[config.mk]
export PLATFORM = sky130hd
export DESIGN_NAME = doze_ctrl
export DESIGN_NICKNAME = d
export VERILOG_FILES = /design/src/rtl/doze_pkg.sv /design/src/rtl/doze_sync.sv /design/src/rtl/doze_timer.sv /design/src/rtl/doze_fsm.sv /design/src/rtl/doze_ctrl.sv
export SDC_FILE = /design/constraint.sdc
export NUM_CORES = 1
export LEC_CHECK = 0
export BUFFER_PORTS_ARGS = -buffer_cell sky130_fd_sc_hd__buf_2
export CELL_PAD_IN_SITES_DETAIL_PLACEMENT = 0
export CELL_PAD_IN_SITES_GLOBAL_PLACEMENT = 1
export CORE_AREA = 5 5 42 44
export CTS_BUF_LIST = sky130_fd_sc_hd__clkbuf_8 sky130_fd_sc_hd__clkbuf_16
export DETAILED_ROUTE_END_ITERATION = 12
export DIE_AREA = 0 0 47 49
export PLACE_DENSITY_LB_ADDON = 0.1
export SETUP_SLACK_MARGIN = 0.02
export SYNTH_ARGS = -nofsm -noshare
export SYNTH_HDL_FRONTEND = slang
export SYNTH_SLANG_ARGS = --single-unit
[constraint.sdc]
create_clock -name clk -period 0.9 [get_ports clk]
set_input_delay 0.18 -clock clk [delete_from_list [all_inputs] [get_ports clk]]
set_output_delay 0.18 -clock clk [all_outputs]
set_load 0.005 [all_outputs]
[src/rtl/doze_pkg.sv]
package doze_pkg;

   typedef enum logic [2:0] {
      ST_AWAKE   = 3'd0,
      ST_ENTER   = 3'd1,
      ST_ASLEEP  = 3'd2,
      ST_EXIT    = 3'd3,
      ST_RECOVER = 3'd4
   } doze_state_e;

   // Counter width large enough to hold the longer of two phase lengths.
   function automatic int unsigned phase_width(input int unsigned a, input int unsigned b);
      int unsigned m;
      m = (a > b) ? a : b;
      return (m < 2) ? 1 : $clog2(m);
   endfunction

endpackage

[src/rtl/doze_sync.sv]
module doze_sync #(
   parameter int unsigned STAGES = 2
) (
   input  logic clk,
   input  logic rst_n,
   input  logic async_in,
   output logic sync_out
);

   logic [STAGES-1:0] chain;

   genvar g;
   generate
      for (g = 0; g < STAGES; g++) begin : g_stage
         if (g == 0) begin : g_first
            always_ff @(posedge clk or negedge rst_n) begin
               if (!rst_n) chain[0] <= 1'b0;
               else        chain[0] <= async_in;
            end
         end else begin : g_next
            always_ff @(posedge clk or negedge rst_n) begin
               if (!rst_n) chain[g] <= 1'b0;
               else        chain[g] <= chain[g-1];
            end
         end
      end
   endgenerate

   assign sync_out = chain[STAGES-1];

endmodule

[src/rtl/doze_timer.sv]
module doze_timer #(
   parameter int unsigned TW = 2
) (
   input  logic          clk,
   input  logic          rst_n,
   input  logic          clr,
   input  logic [TW-1:0] last,
   output logic          done
);

   logic [TW-1:0] cnt;

   always_ff @(posedge clk or negedge rst_n) begin
      if (!rst_n)   cnt <= '0;
      else if (clr) cnt <= '0;
      else          cnt <= cnt + 1'b1;
   end

   assign done = (cnt == last);

endmodule

[src/rtl/doze_fsm.sv]
module doze_fsm
   import doze_pkg::*;
#(
   parameter int unsigned TW         = 2,
   parameter int unsigned TRANS_LAST = 1,
   parameter int unsigned REC_LAST   = 1
) (
   input  logic          clk,
   input  logic          rst_n,
   input  logic          req_s,
   input  logic          busy,
   input  logic          pend,
   input  logic          tmr_done,
   output logic          tmr_clr,
   output logic [TW-1:0] tmr_last,
   output doze_state_e   st,
   output logic          viol,
   output logic          cancel
);

   localparam logic [TW-1:0] TRANS_L = TW'(TRANS_LAST);
   localparam logic [TW-1:0] REC_L   = TW'(REC_LAST);

   doze_state_e st_n;
   logic        begin_entry;

   always_comb begin
      st_n = st;
      unique case (st)
         ST_AWAKE:   if (req_s)    st_n = ST_ENTER;
         ST_ENTER:   if (tmr_done) st_n = ST_ASLEEP;
         ST_ASLEEP:  if (!req_s)   st_n = ST_EXIT;
         ST_EXIT:    if (tmr_done) st_n = ST_RECOVER;
         ST_RECOVER: if (tmr_done) st_n = ST_AWAKE;
         default:                  st_n = ST_AWAKE;
      endcase
   end

   assign begin_entry = (st == ST_AWAKE) && req_s;
   assign tmr_clr     = (st_n != st);
   assign tmr_last    = (st == ST_RECOVER) ? REC_L : TRANS_L;

   always_ff @(posedge clk or negedge rst_n) begin
      if (!rst_n) begin
         st     <= ST_AWAKE;
         viol   <= 1'b0;
         cancel <= 1'b0;
      end else begin
         st     <= st_n;
         cancel <= begin_entry && pend;
         if ((begin_entry && busy) || ((st == ST_RECOVER) && busy))
            viol <= 1'b1;
      end
   end

endmodule

[src/rtl/doze_ctrl.sv]
module doze_ctrl
   import doze_pkg::*;
#(
   parameter int unsigned SYNC_STAGES  = 2,
   parameter int unsigned TRANS_CYCLES = 2,
   parameter int unsigned REC_CYCLES   = 2,
   parameter int unsigned N_SEL        = 3,
   parameter int unsigned N_STB        = 2
) (
   input  logic             clk,
   input  logic             rst_n,
   input  logic             doze_req_i,
   input  logic [N_SEL-1:0] ce_i,
   input  logic [N_STB-1:0] stb_i,
   input  logic             pend_i,
   input  logic             wr_i,
   output logic             sleep_o,
   output logic             access_en_o,
   output logic             we_o,
   output logic             cancel_o,
   output logic             viol_o
);

   localparam int unsigned TW = phase_width(TRANS_CYCLES, REC_CYCLES);

   generate
      if (SYNC_STAGES < 2) begin : g_bad_sync
         $error("doze_ctrl: SYNC_STAGES must be at least 2");
      end
      if (TRANS_CYCLES < 1 || REC_CYCLES < 1) begin : g_bad_phase
         $error("doze_ctrl: phase lengths must be at least 1");
      end
      if (N_SEL < 1 || N_STB < 1) begin : g_bad_width
         $error("doze_ctrl: select and strobe widths must be at least 1");
      end
   endgenerate

   logic          req_sync;
   logic          busy;
   logic          tmr_clr;
   logic          tmr_done;
   logic [TW-1:0] tmr_last;
   doze_state_e   st;

   assign busy = (|ce_i) | (|stb_i);

   doze_sync #(.STAGES(SYNC_STAGES)) u_sync (
      .clk      (clk),
      .rst_n    (rst_n),
      .async_in (doze_req_i),
      .sync_out (req_sync)
   );

   doze_timer #(.TW(TW)) u_timer (
      .clk   (clk),
      .rst_n (rst_n),
      .clr   (tmr_clr),
      .last  (tmr_last),
      .done  (tmr_done)
   );

   doze_fsm #(
      .TW         (TW),
      .TRANS_LAST (TRANS_CYCLES - 1),
      .REC_LAST   (REC_CYCLES - 1)
   ) u_fsm (
      .clk      (clk),
      .rst_n    (rst_n),
      .req_s    (req_sync),
      .busy     (busy),
      .pend     (pend_i),
      .tmr_done (tmr_done),
      .tmr_clr  (tmr_clr),
      .tmr_last (tmr_last),
      .st       (st),
      .viol     (viol_o),
      .cancel   (cancel_o)
   );

   assign sleep_o     = (st == ST_ASLEEP);
   assign access_en_o = (st == ST_AWAKE);
   assign we_o        = wr_i & access_en_o;

endmodule

Word level (Yosys, flattened, before mapping)
Index checks and enable logic that the tools add are counted.
{"block": "totals", "regBits": 8, "in_bits": 10}
{"block": "op_classes", "add_sub_neg": 1, "eq_ne": 5, "muxes": 7, "n_bitwise": 2, "reduce_logical": 8}
{"operator": "2-to-1 mux 3 bit", "count": 5}
{"operator": "one-hot mux 3 bit (5 select lines)", "count": 1}
{"operator": "== test 3 x 2 -> 1 bit, second input constant", "count": 2}
{"operator": "logical AND 1 bit", "count": 4}
{"operator": "== test 3 x 1 -> 1 bit, second input constant", "count": 1}
{"operator": "== test 3 bit, second input constant", "count": 1}
{"operator": "zero test 3 bit", "count": 1}
{"operator": "inequality test 3 bit", "count": 1}
{"operator": "OR reduction 3 bit", "count": 1}
{"operator": "OR reduction 2 bit", "count": 1}
{"operator": "adder 1 bit, second input constant", "count": 1}
{"operator": "AND 1 bit", "count": 1}
{"operator": "logical OR 1 bit", "count": 1}
{"operator": "2-to-1 mux 1 bit", "count": 1}
{"operator": "bitwise OR 1 bit", "count": 1}

Longest topological paths before layout
Gate-level depths: netlist (run 1).
{"block": "depth", "depth_word": 4, "mapped_depth": 3}

By module
From an unflattened synthesis (run 1), not the netlist that was laid out.
{"block": "hier_totals", "cells_unflattened": 37, "hier_area_um2": 375.4}
{"module": "doze_fsm", "n_inst": 1, "cells_each": 26, "area_each_um2": 251.5}
{"module": "doze_sync", "n_inst": 1, "cells_each": 2, "area_each_um2": 50.0}
{"module": "doze_timer", "n_inst": 1, "cells_each": 3, "area_each_um2": 37.5}
{"module": "doze_ctrl", "n_inst": 1, "cells_each": 6, "area_each_um2": 36.3}

Least setup slack after synthesis (run 1)
OpenSTA, ideal clock, no wires.
{"block": "synth_path", "path_kind": "register to output", "start": "register u_fsm.st[1]", "end": "output port we_o", "arrival_ns": 0.883, "required_ns": 0.720, "setup_slack_ns": -0.163, "path_stages_with_launch": 3, "n_path_buf": 0, "path_cell_list": "dfrtp_1 -> nor3_1 -> and2_1"}
{"block": "synth_between", "elab_chain_len": 2}
{"item": "start, declared", "line_no": "doze_fsm.sv:16", "rtl": "output doze_state_e st,"}
{"item": "start signal, assigned", "line_no": "doze_fsm.sv:49", "rtl": "st <= st_n;"}
{"item": "zero test 3 bit", "line_no": "doze_ctrl.sv:81", "rtl": "assign access_en_o = (st == ST_AWAKE);"}
{"item": "named net access_en_o", "line_no": "doze_ctrl.sv:18", "rtl": "output logic access_en_o,"}
{"item": "AND 1 bit", "line_no": "doze_ctrl.sv:82", "rtl": "assign we_o = wr_i & access_en_o;"}
{"item": "end, declared", "line_no": "doze_ctrl.sv:19", "rtl": "output logic we_o,"}
The timed path passes the listed nets, and every way through them passes these cells.

Worst setup path after layout (run 1)
{"block": "layout_path", "start": "register u_fsm.st[0]", "end": "output port we_o"}
{"block": "layout_between", "elab_chain_len": 2}
{"item": "zero test 3 bit", "line_no": "doze_ctrl.sv:81"}
{"item": "AND 1 bit", "line_no": "doze_ctrl.sv:82"}
Every way passes these cells.

==> run_results.csv, run 1 <==
group,metric,value,unit
outcome,outcome,"finished with violations",
outcome,violations,"setup timing",
drt,route.met3.wl,44,µm
logic_synthesis,synth_edf_count,0,
power,pwr_density_cell,3216,nW/µm²
clocking,cts-buffers-inserted,3,
drt,dr_total_vias,317,
logic_synthesis,synthDominantCellAreaShare,0.5926,
setup_path,cp.required,0.72,ns
clocking,clk_pin_slew,0.04,ns
die,rows,14,
logic_synthesis,async_flop_share,1.000,
setup_path,path_cells,"nor3_2 -> and2_1 -> buf_2",
sta,clock.fmax,791.2,MHz
global_routing,grt_start_max_net_pins,9,
global_routing,grt_pass1_wl,1.248,mm
clocking,clockBufferDepth,2,
global_routing,grt_pass1_vias,304,
hold_path,hold_class,"primary input to flip-flop",
logic_synthesis,ys_ff_latch,8,
finish,mostFrequentLayoutCell,"buf_2",
placed_design,globalplace.congestion,0.7761,
drt,met1_length,363,µm
clocking,cts_root_buffer,"clkbuf_8",
die,die_h,49,µm
clocking,ctsHtreeMaxLevel,1,
drt,drtIter0Drc,6,
clocking,clock_latency,0.23,ns
power,p_int,1.332,mW
finish,antennaDiodeCount,0,
setup_path,path_max_fanout,3,
sta,min_period,1.264,ns
placed_design,post-place-cells,65,
sta,max_slew.worst_pin.slew,0.2389,ns
logic_synthesis,yosysUniqueCellTypes,16,
placed_design,io_buffer_count,14,
drt,first_pass_iters,4,
sta,min_period_over_period,1.404,
logic_synthesis,synth_area_leaders,"dfrtp_1 (59%), xor2_1 (5.2%), nor2_1 (4.4%), o221ai_2 (4.4%), nand2b_1 (3.7%)",
placed_design,placed_area,470.5,µm²
drt,drc,0,
setup_path,crit_family,"flip-flops",
sta,skew,0.004324,ns
global_routing,grt_remaining_overflow,0,
logic_synthesis,synth_warnings,0,
logic_synthesis,ys_seq_area_frac,0.5926,
power,sequentialPowerShare,0.287,
die,die_w,47,µm
logic_synthesis,yosys.area.top_type,"dfrtp_1",
clocking,clock_sinks,8,
finish,drive_above_1_share,0.5690,
die,io_pins,15,
drt,routedWlPerCell,11.80,µm
sta,drv_slew,0,
power,p_leak,0.2924,nW
setup_path,rrSetupSlack,-0.22,ns
finish,area_delta_synth_final,78.15,%
setup_path,worstSetupPathType,"flip-flop to primary output",
die,dieArea,2303,µm²
drt,drt-total-wl,873,µm
sta,hold_viol_final,0,
power,clkPwrFrac,0.220,
sta,setup_slack,-0.3640,ns
drt,met2_length,465,µm
sta,finalSetupViolations,8,
placed_design,hpwlAfterDp,583,µm
placed_design,dp_slack,-0.2348,ns
sta,slew_headroom,0.8402,
logic_synthesis,avgSynthCellArea,11.26,µm²
setup_path,critPathArrivalTime,1.08,ns
sta,rsz0062_at_grt,"yes",
drt,via_per_inst,4.284,
global_routing,antenna_found_initial,0,
finish,nNetsFinal,70,
setup_path,crit_slowest_cell,"dfrtp_1",
setup_path,worstSetupStartpointType,"flip-flop",
clocking,tritoncts,"built",
logic_synthesis,syn-num-nets,40,
setup_path,crit_buf_inv,1,
setup_path,slowest_delay,0.40,ns
drt,ant_nets,0,
die,start_util,0.2411,
finish,final_cell_mix,"buf_2 (14), dfrtp_1 (8), buf_6 (7)",
finish,stdcell_area,601.8,µm²
logic_synthesis,netlist_area,337.8,µm²
power,netSwitchingFraction,0.3114,
logic_synthesis,ys.flop_type,"dfrtp_1",
finish,fillers,144,
power,peakVddDrop,0.001364,V
setup_path,crit_path_end_kind,"primary output",
logic_synthesis,syn_inst,30,
global_routing,grt_usage,0.08074,
die,coreArea,1401,µm²
flow_run,drv_cap,0,
power,switchingPower,0.6027,mW
finish,fin_cells,74,
drt,dr.max_layer_used,"met3",
power,power,1.935,mW
power,p_comb_frac,0.493,
finish,fin_util,0.4295,
-- synth_stat cells, types with 2 or more instances --
master / count
dfrtp_1: 8
nor2_1: 4
a21oi_1: 2
nand2b_1: 2
o21ai_0: 2
xor2_1: 2
-- final timing paths --
path                                  from  depth (start not counted)         endpoint
max                            u_fsm.st[0]                          3             we_o
min                             doze_req_i                          1  u_sync.chain[0]
max reg2reg                    u_fsm.st[1]                          5      u_fsm.st[0]
min reg2reg                u_sync.chain[0]                          0  u_sync.sync_out
max in group asynchronous            rst_n                          2  u_sync.sync_out
min in group asynchronous            rst_n                          2     u_fsm.cancel
-- metal layers --
metal,up-vias,track usage
met5,-,0
met4,0,0.06912
met3,0,0.04428
met2,9,0.1018
met1,148,0.09396
li1,160,-
-- power groups by stage --
| stage | sequential [mW] | combinational, mW | clock (mW) |
|---|---|---|---|
| 2_1_floorplan | 0.583 | 0.291 | 0 |
| 3_3_place_gp | 0.561 | 0.593 | 0 |
| 3_5_place_dp | 0.561 | 0.596 | 0 |
| 4_1_cts | 0.553 | 0.830 | 0.441 |
| 5_1_grt | 0.565 | 1.04 | 0.463 |
| 6_report | 0.556 | 0.954 | 0.425 |
-- final cells by class --
type                    instances  area (µm²)  share of cell area
clock buffers                   3       41.29             0.06861
inverters                       1       3.754            0.006237
multi-input cells              21       155.1              0.2578
flip-flops and latches          8       200.2              0.3326
well taps                      16       20.02             0.03326
repair buffers                 25       181.4              0.3015
-- state kept, by name, indices dropped and copies added (netlist names) --
| register | count |
|---|---|
| u_fsm.st | 3 |
| u_fsm.cancel | 1 |
| u_fsm.viol | 1 |
| u_sync.chain | 1 |
| u_sync.sync_out | 1 |
| u_timer.cnt | 1 |
-- repair_timing --
action / CTS / global route
gates cloned: 0 / 0
hold buffers: 1 / 0
setup buffers: 5 / 2
endpoints found under the hold margin: 8 / 0
pin swaps: 5 / 6
endpoints found under the setup margin: 9 / 10
gates resized for setup: 6 / 6
-- logic make-up (layout without fill, tap and decap cells) --
family | after synthesis | in the layout | share of synthesized area
DFF | 8 | 8 | 0.5926
AOI/OAI and AO/OA | 5 | 5 | 0.1037
xor gates and xnor gates | 2 | 2 | 0.05186
buffers and inverters | 1 | 29 | 0.01110
and+or+nand+nor | 14 | 14 | 0.2407
-- metrics by stage --
step / hold slack, ns / TNS (ns)
6_report: 0.05980 / -1.665
5_1_grt: 0.05253 / -2.055
4_1_cts: 0.05578 / -1.929
3_5_place_dp: 0.03549 / -0.6895
3_3_place_gp: 0.03318 / -0.6386
2_1_floorplan: -0.1156 / -0.1850
-- worst reg2reg max path, cell delays in order, from the launching register on --
cell	delay [ns]
dfrtp_1	0.40
buf_6	0.14
buf_4	0.13
xor2_1	0.15
nor2_1	0.13
nor3b_2	0.06
Note: power is estimated with default switching activity, not from simulation.
==> run 2: changes to the inputs <==
Settings changed: RECOVER_POWER from default to 100.
==> run_results.csv, run 2 (synthesized netlist as in run 1, its figures left out) <==
group,metric,value,unit
outcome,outcome,"finished with violations",
outcome,violations,"setup timing",
die,dieArea,2303,µm²
drt,ant_nets,0,
finish,fillers,145,
clocking,clock_sinks,8,
sta,min_period_over_period,1.404,
finish,area_delta_synth_final,77.78,%
sta,setup_slack,-0.3640,ns
setup_path,path_max_fanout,3,
sta,holdWs,0.05980,ns
placed_design,globalplace.congestion,0.7761,
setup_path,crit_path_end_kind,"primary output",
finish,multi_input_area,155.1,µm²
finish,fin_cells,74,
finish,drive_above_1_share,0.5517,
power,peakVddDrop,0.001364,V
global_routing,grt_remaining_overflow,0,
clocking,clock_latency,0.23,ns
drt,first_pass_iters,4,
finish,largest_register_ffs,3,
setup_path,cp.required,0.72,ns
drt,drtIter0Drc,6,
sta,slew_headroom,0.6962,
finish,antennaDiodeCount,0,
flow_run,drv_cap,0,
drt,drc,0,
sta,fin_setup_tns,-1.665,ns
clocking,clockBufferDepth,2,
sta,rsz0062_at_grt,"yes",
die,coreArea,1401,µm²
global_routing,grt_pass1_wl,1.248,mm
placed_design,post-place-cells,65,
clocking,tritoncts,"built",
setup_path,critPathArrivalTime,1.08,ns
die,die_w,47,µm
power,p_leak,0.2896,nW
clocking,cts-buffers-inserted,3,
clocking,cts_root_buffer,"clkbuf_8",
global_routing,grt_start_max_net_pins,9,
finish,mostFrequentLayoutCell,"buf_2",
finish,regArea,200.2,µm²
die,io_pins,15,
finish,largest-register,"u_fsm.st",
clocking,clk_pin_slew,0.04,ns
drt,drt-total-wl,871,µm
global_routing,grt_usage,0.08074,
sta,hold_viol_final,0,
placed_design,hpwlAfterDp,583,µm
power,power,1.935,mW
clocking,ctsHtreeMaxLevel,1,
finish,final_cell_mix,"buf_2 (13), dfrtp_1 (8), buf_6 (7)",
drt,via_per_inst,4.284,
sta,max_slew.worst_pin.slew,0.4557,ns
placed_design,io_buffer_count,14,
sta,drv_slew,0,
sta,finalSetupViolations,8,
die,die_h,49,µm
placed_design,dp_slack,-0.2348,ns
die,rows,14,
die,start_util,0.2411,
drt,routedWlPerCell,11.77,µm
global_routing,grt_pass1_vias,304,
power,pwr_density_cell,3221,nW/µm²
sta,min_period,1.264,ns
sta,clock.fmax,791.2,MHz
drt,dr_total_vias,317,
setup_path,worstSetupPathType,"flip-flop to primary output",
sta,skew,0.004324,ns
finish,nNetsFinal,70,
setup_path,worstSetupStartpointType,"flip-flop",
global_routing,antenna_found_initial,0,
hold_path,hold_class,"primary input to flip-flop",
[run 2: cell count changes in the layout (fill, tap and decap cells not counted), sizes merged]
cell / delta
buf: -1
clkbuf: +1
[run 2: timing repair]
action | CTS | global route
hold endpoints to repair | 8 | 0
hold buffers | 1 | 0
setup buffers | 5 | 2
gates resized for setup | 6 | 6
pin swaps | 5 | 6
setup endpoints to repair | 9 | 10
[run 2: final timing paths]
kind,startpoint,endpoint,slack (ns),cells past startpoint
max,u_fsm.st[0],we_o,-0.36,3
min,doze_req_i,u_sync.chain[0],0.06,1
min in group asynchronous,rst_n,u_fsm.cancel,0.41,2
min reg2reg,u_sync.chain[0],u_sync.sync_out,0.35,0
max in group asynchronous,rst_n,u_sync.sync_out,0.18,2
max reg2reg,u_fsm.st[1],u_fsm.st[0],-0.22,5
[run 2: critical path, cell delays in order (launching register included)]
cell and delay, ns:
dfrtp_1 0.40, nor3_2 0.22, and2_1 0.14, buf_2 0.10
[run 2: layout make-up]
class / count / area share
Multi-Input combinational cell: 21 / 0.2583
Timing Repair Buffer: 25 / 0.3000
Clock buffer: 3 / 0.06875
Tap cell: 16 / 0.03333
Sequential cell: 8 / 0.3333
Inverter: 1 / 0.006250
[run 2: report_power, final]
group          internal, mW  switching [mW]  leakage, nW
registers             0.465          0.0915       0.0951
logic                 0.578           0.375        0.173
clock network         0.289           0.136       0.0216
total                  1.33           0.603        0.290
[run 2: through the flow]
step	area, µm²	utilization
6_report	600.6	0.4286
5_1_grt	600.6	0.4286
4_1_cts	574.3	0.4098
3_5_place_dp	470.5	0.3357
3_3_place_gp	470.5	0.3357
2_1_floorplan	342.8	-
[run 2: per-layer routing]
layer	track usage	up-vias	routed length, µm	share of wire
li1	-	160	-	-
met1	0.09396	148	361	0.41
met2	0.1018	9	465	0.53
met3	0.04428	0	44	0.051
met4	0.06912	0	0	0
met5	0	-	0	0
==> run 3: changes to the inputs <==
Settings changed: CELL_PAD_IN_SITES_DETAIL_PLACEMENT 0 to 1, CELL_PAD_IN_SITES_GLOBAL_PLACEMENT 1 to 2, CORE_AREA 5 5 42 44 to default, CORE_MARGIN from default to 5, CORE_UTILIZATION from default to 22, DIE_AREA 0 0 47 49 to default, REMOVE_ABC_BUFFERS from default to 1.
==> run_results.csv, run 3 (synthesized netlist as in run 1, its figures left out) <==
group,metric,value,unit
finish,nNetsFinal,66,
placed_design,dp_slack,-0.2807,ns
sta,rsz0062_at_grt,"yes",
sta,min_period,1.250,ns
setup_path,path_max_fanout,2,
setup_path,rrSetupSlack,-0.22,ns
power,power,1.935,mW
finish,stdcell_area,589.3,µm²
drt,via_per_inst,4.557,
setup_path,cp.required,0.72,ns
global_routing,grt_start_max_net_pins,9,
placed_design,globalplace.congestion,0.7901,
sta,finalSetupViolations,8,
power,pwr_density_cell,3284,nW/µm²
finish,mostFrequentLayoutCell,"buf_2",
power,p_leak,0.2749,nW
finish,largest_register_ffs,3,
clocking,clock_latency,0.23,ns
placed_design,hpwlAfterDp,751.5,µm
die,die_h,49.19,µm
finish,fin_cells,70,
clocking,ctsHtreeMaxLevel,1,
power,peakVddDrop,0.001103,V
finish,fin_util,0.3958,
global_routing,antenna_found_initial,0,
outcome,outcome,"finished with violations",
clocking,cts-buffers-inserted,3,
drt,drt-total-wl,1.015,mm
drt,ant_nets,0,
sta,fin_setup_tns,-1.609,ns
hold_path,hold_class,"primary input to flip-flop",
setup_path,crit_path_end_kind,"primary output",
global_routing,grt_pass1_vias,373,
setup_path,worstSetupPathType,"flip-flop to primary output",
drt,dr_total_vias,319,
finish,drive_above_1_share,0.5556,
setup_path,critPathArrivalTime,1.07,ns
sta,hold_viol_final,0,
drt,drc,0,
flow_run,drv_cap,0,
finish,area_delta_synth_final,74.44,%
clocking,clock_sinks,8,
drt,first_pass_iters,4,
clocking,clockBufferDepth,2,
outcome,violations,"setup timing",
sta,max_slew.worst_pin.slew,0.4717,ns
setup_path,worstSetupStartpointType,"flip-flop",
finish,antennaDiodeCount,0,
clocking,cts_root_buffer,"clkbuf_8",
sta,holdWs,0.05670,ns
setup_path,crit_slowest_cell,"dfrtp_1",
sta,setup_slack,-0.3501,ns
sta,min_period_over_period,1.389,
global_routing,grt_pass1_wl,1.697,mm
setup_path,path_cells,"buf_6 -> nand2b_4 -> nor2_1 -> buf_2",
sta,slew_headroom,0.6856,
clocking,tritoncts,"built",
placed_design,post-place-cells,65,
placed_design,placed_area,465.4,µm²
global_routing,grt_usage,0.09279,
finish,final_cell_mix,"buf_2 (13), dfrtp_1 (8), buf_6 (5)",
finish,largest-register,"u_fsm.st",
die,io_pins,15,
clocking,clk_pin_slew,0.04,ns
sta,skew,0.0004697,ns
placed_design,io_buffer_count,14,
die,coreArea,1489,µm²
die,rows,14,
setup_path,slowest_delay,0.40,ns
drt,routedWlPerCell,14.50,µm
sta,clock.fmax,799.9,MHz
global_routing,grt_remaining_overflow,0,
finish,fillers,172,
drt,drtIter0Drc,3,
sta,drv_slew,0,
die,start_util,0.2269,
die,die_w,49.19,µm
die,dieArea,2419,µm²
-- run 3: final cells by class --
| class | instances | area [µm²] | share of cell area |
|---|---|---|---|
| Sequential cell | 8 | 200.2 | 0.3397 |
| Tap cell | 16 | 20.02 | 0.03397 |
| Clock buffer | 3 | 41.29 | 0.07006 |
| Timing Repair Buffer | 21 | 142.6 | 0.2420 |
| Inverter | 1 | 3.754 | 0.006369 |
| Multi-Input combinational cell | 21 | 181.4 | 0.3079 |
-- run 3: critical path: cells and delay by family, from the launching register on --
kind	cells	cell delay (ns)
simple gates	2	0.20
flops	1	0.40
buf+inv	2	0.24
-- run 3: path summary, 6_finish.rpt --
path | startpoint | endpoint | depth (start not counted)
worst min register to register | u_sync.chain[0] | u_sync.sync_out | 0
min in group asynchronous | rst_n | u_sync.sync_out | 2
worst min-delay path | doze_req_i | u_sync.chain[0] | 1
worst max register to register | u_fsm.st[2] | u_fsm.viol | 5
worst max-delay path | u_fsm.st[2] | sleep_o | 4
max in group asynchronous | rst_n | u_fsm.cancel | 2
-- run 3: what timing repair did --
action	in CTS	in global routing
setup endpoints to repair	10	11
setup buffers	1	0
resized for setup	11	5
endpoints found under the hold margin	8	0
pin swaps	7	2
hold buffers	1	0
cloned	0	0
-- run 3: power breakdown --
group | total, mW | internal [mW] | switching (mW)
clock | 0.441 | 0.291 | 0.151
sequential | 0.552 | 0.464 | 0.0874
combinational | 0.942 | 0.513 | 0.429
total | 1.94 | 1.27 | 0.667
-- run 3: per-layer routing --
layer	GRT usage	wire length, µm	up-vias
met5	0	0	-
met4	0.05381	7	0
met3	0.03670	69	2
met2	0.1459	537	10
met1	0.1043	401	154
li1	-	-	153
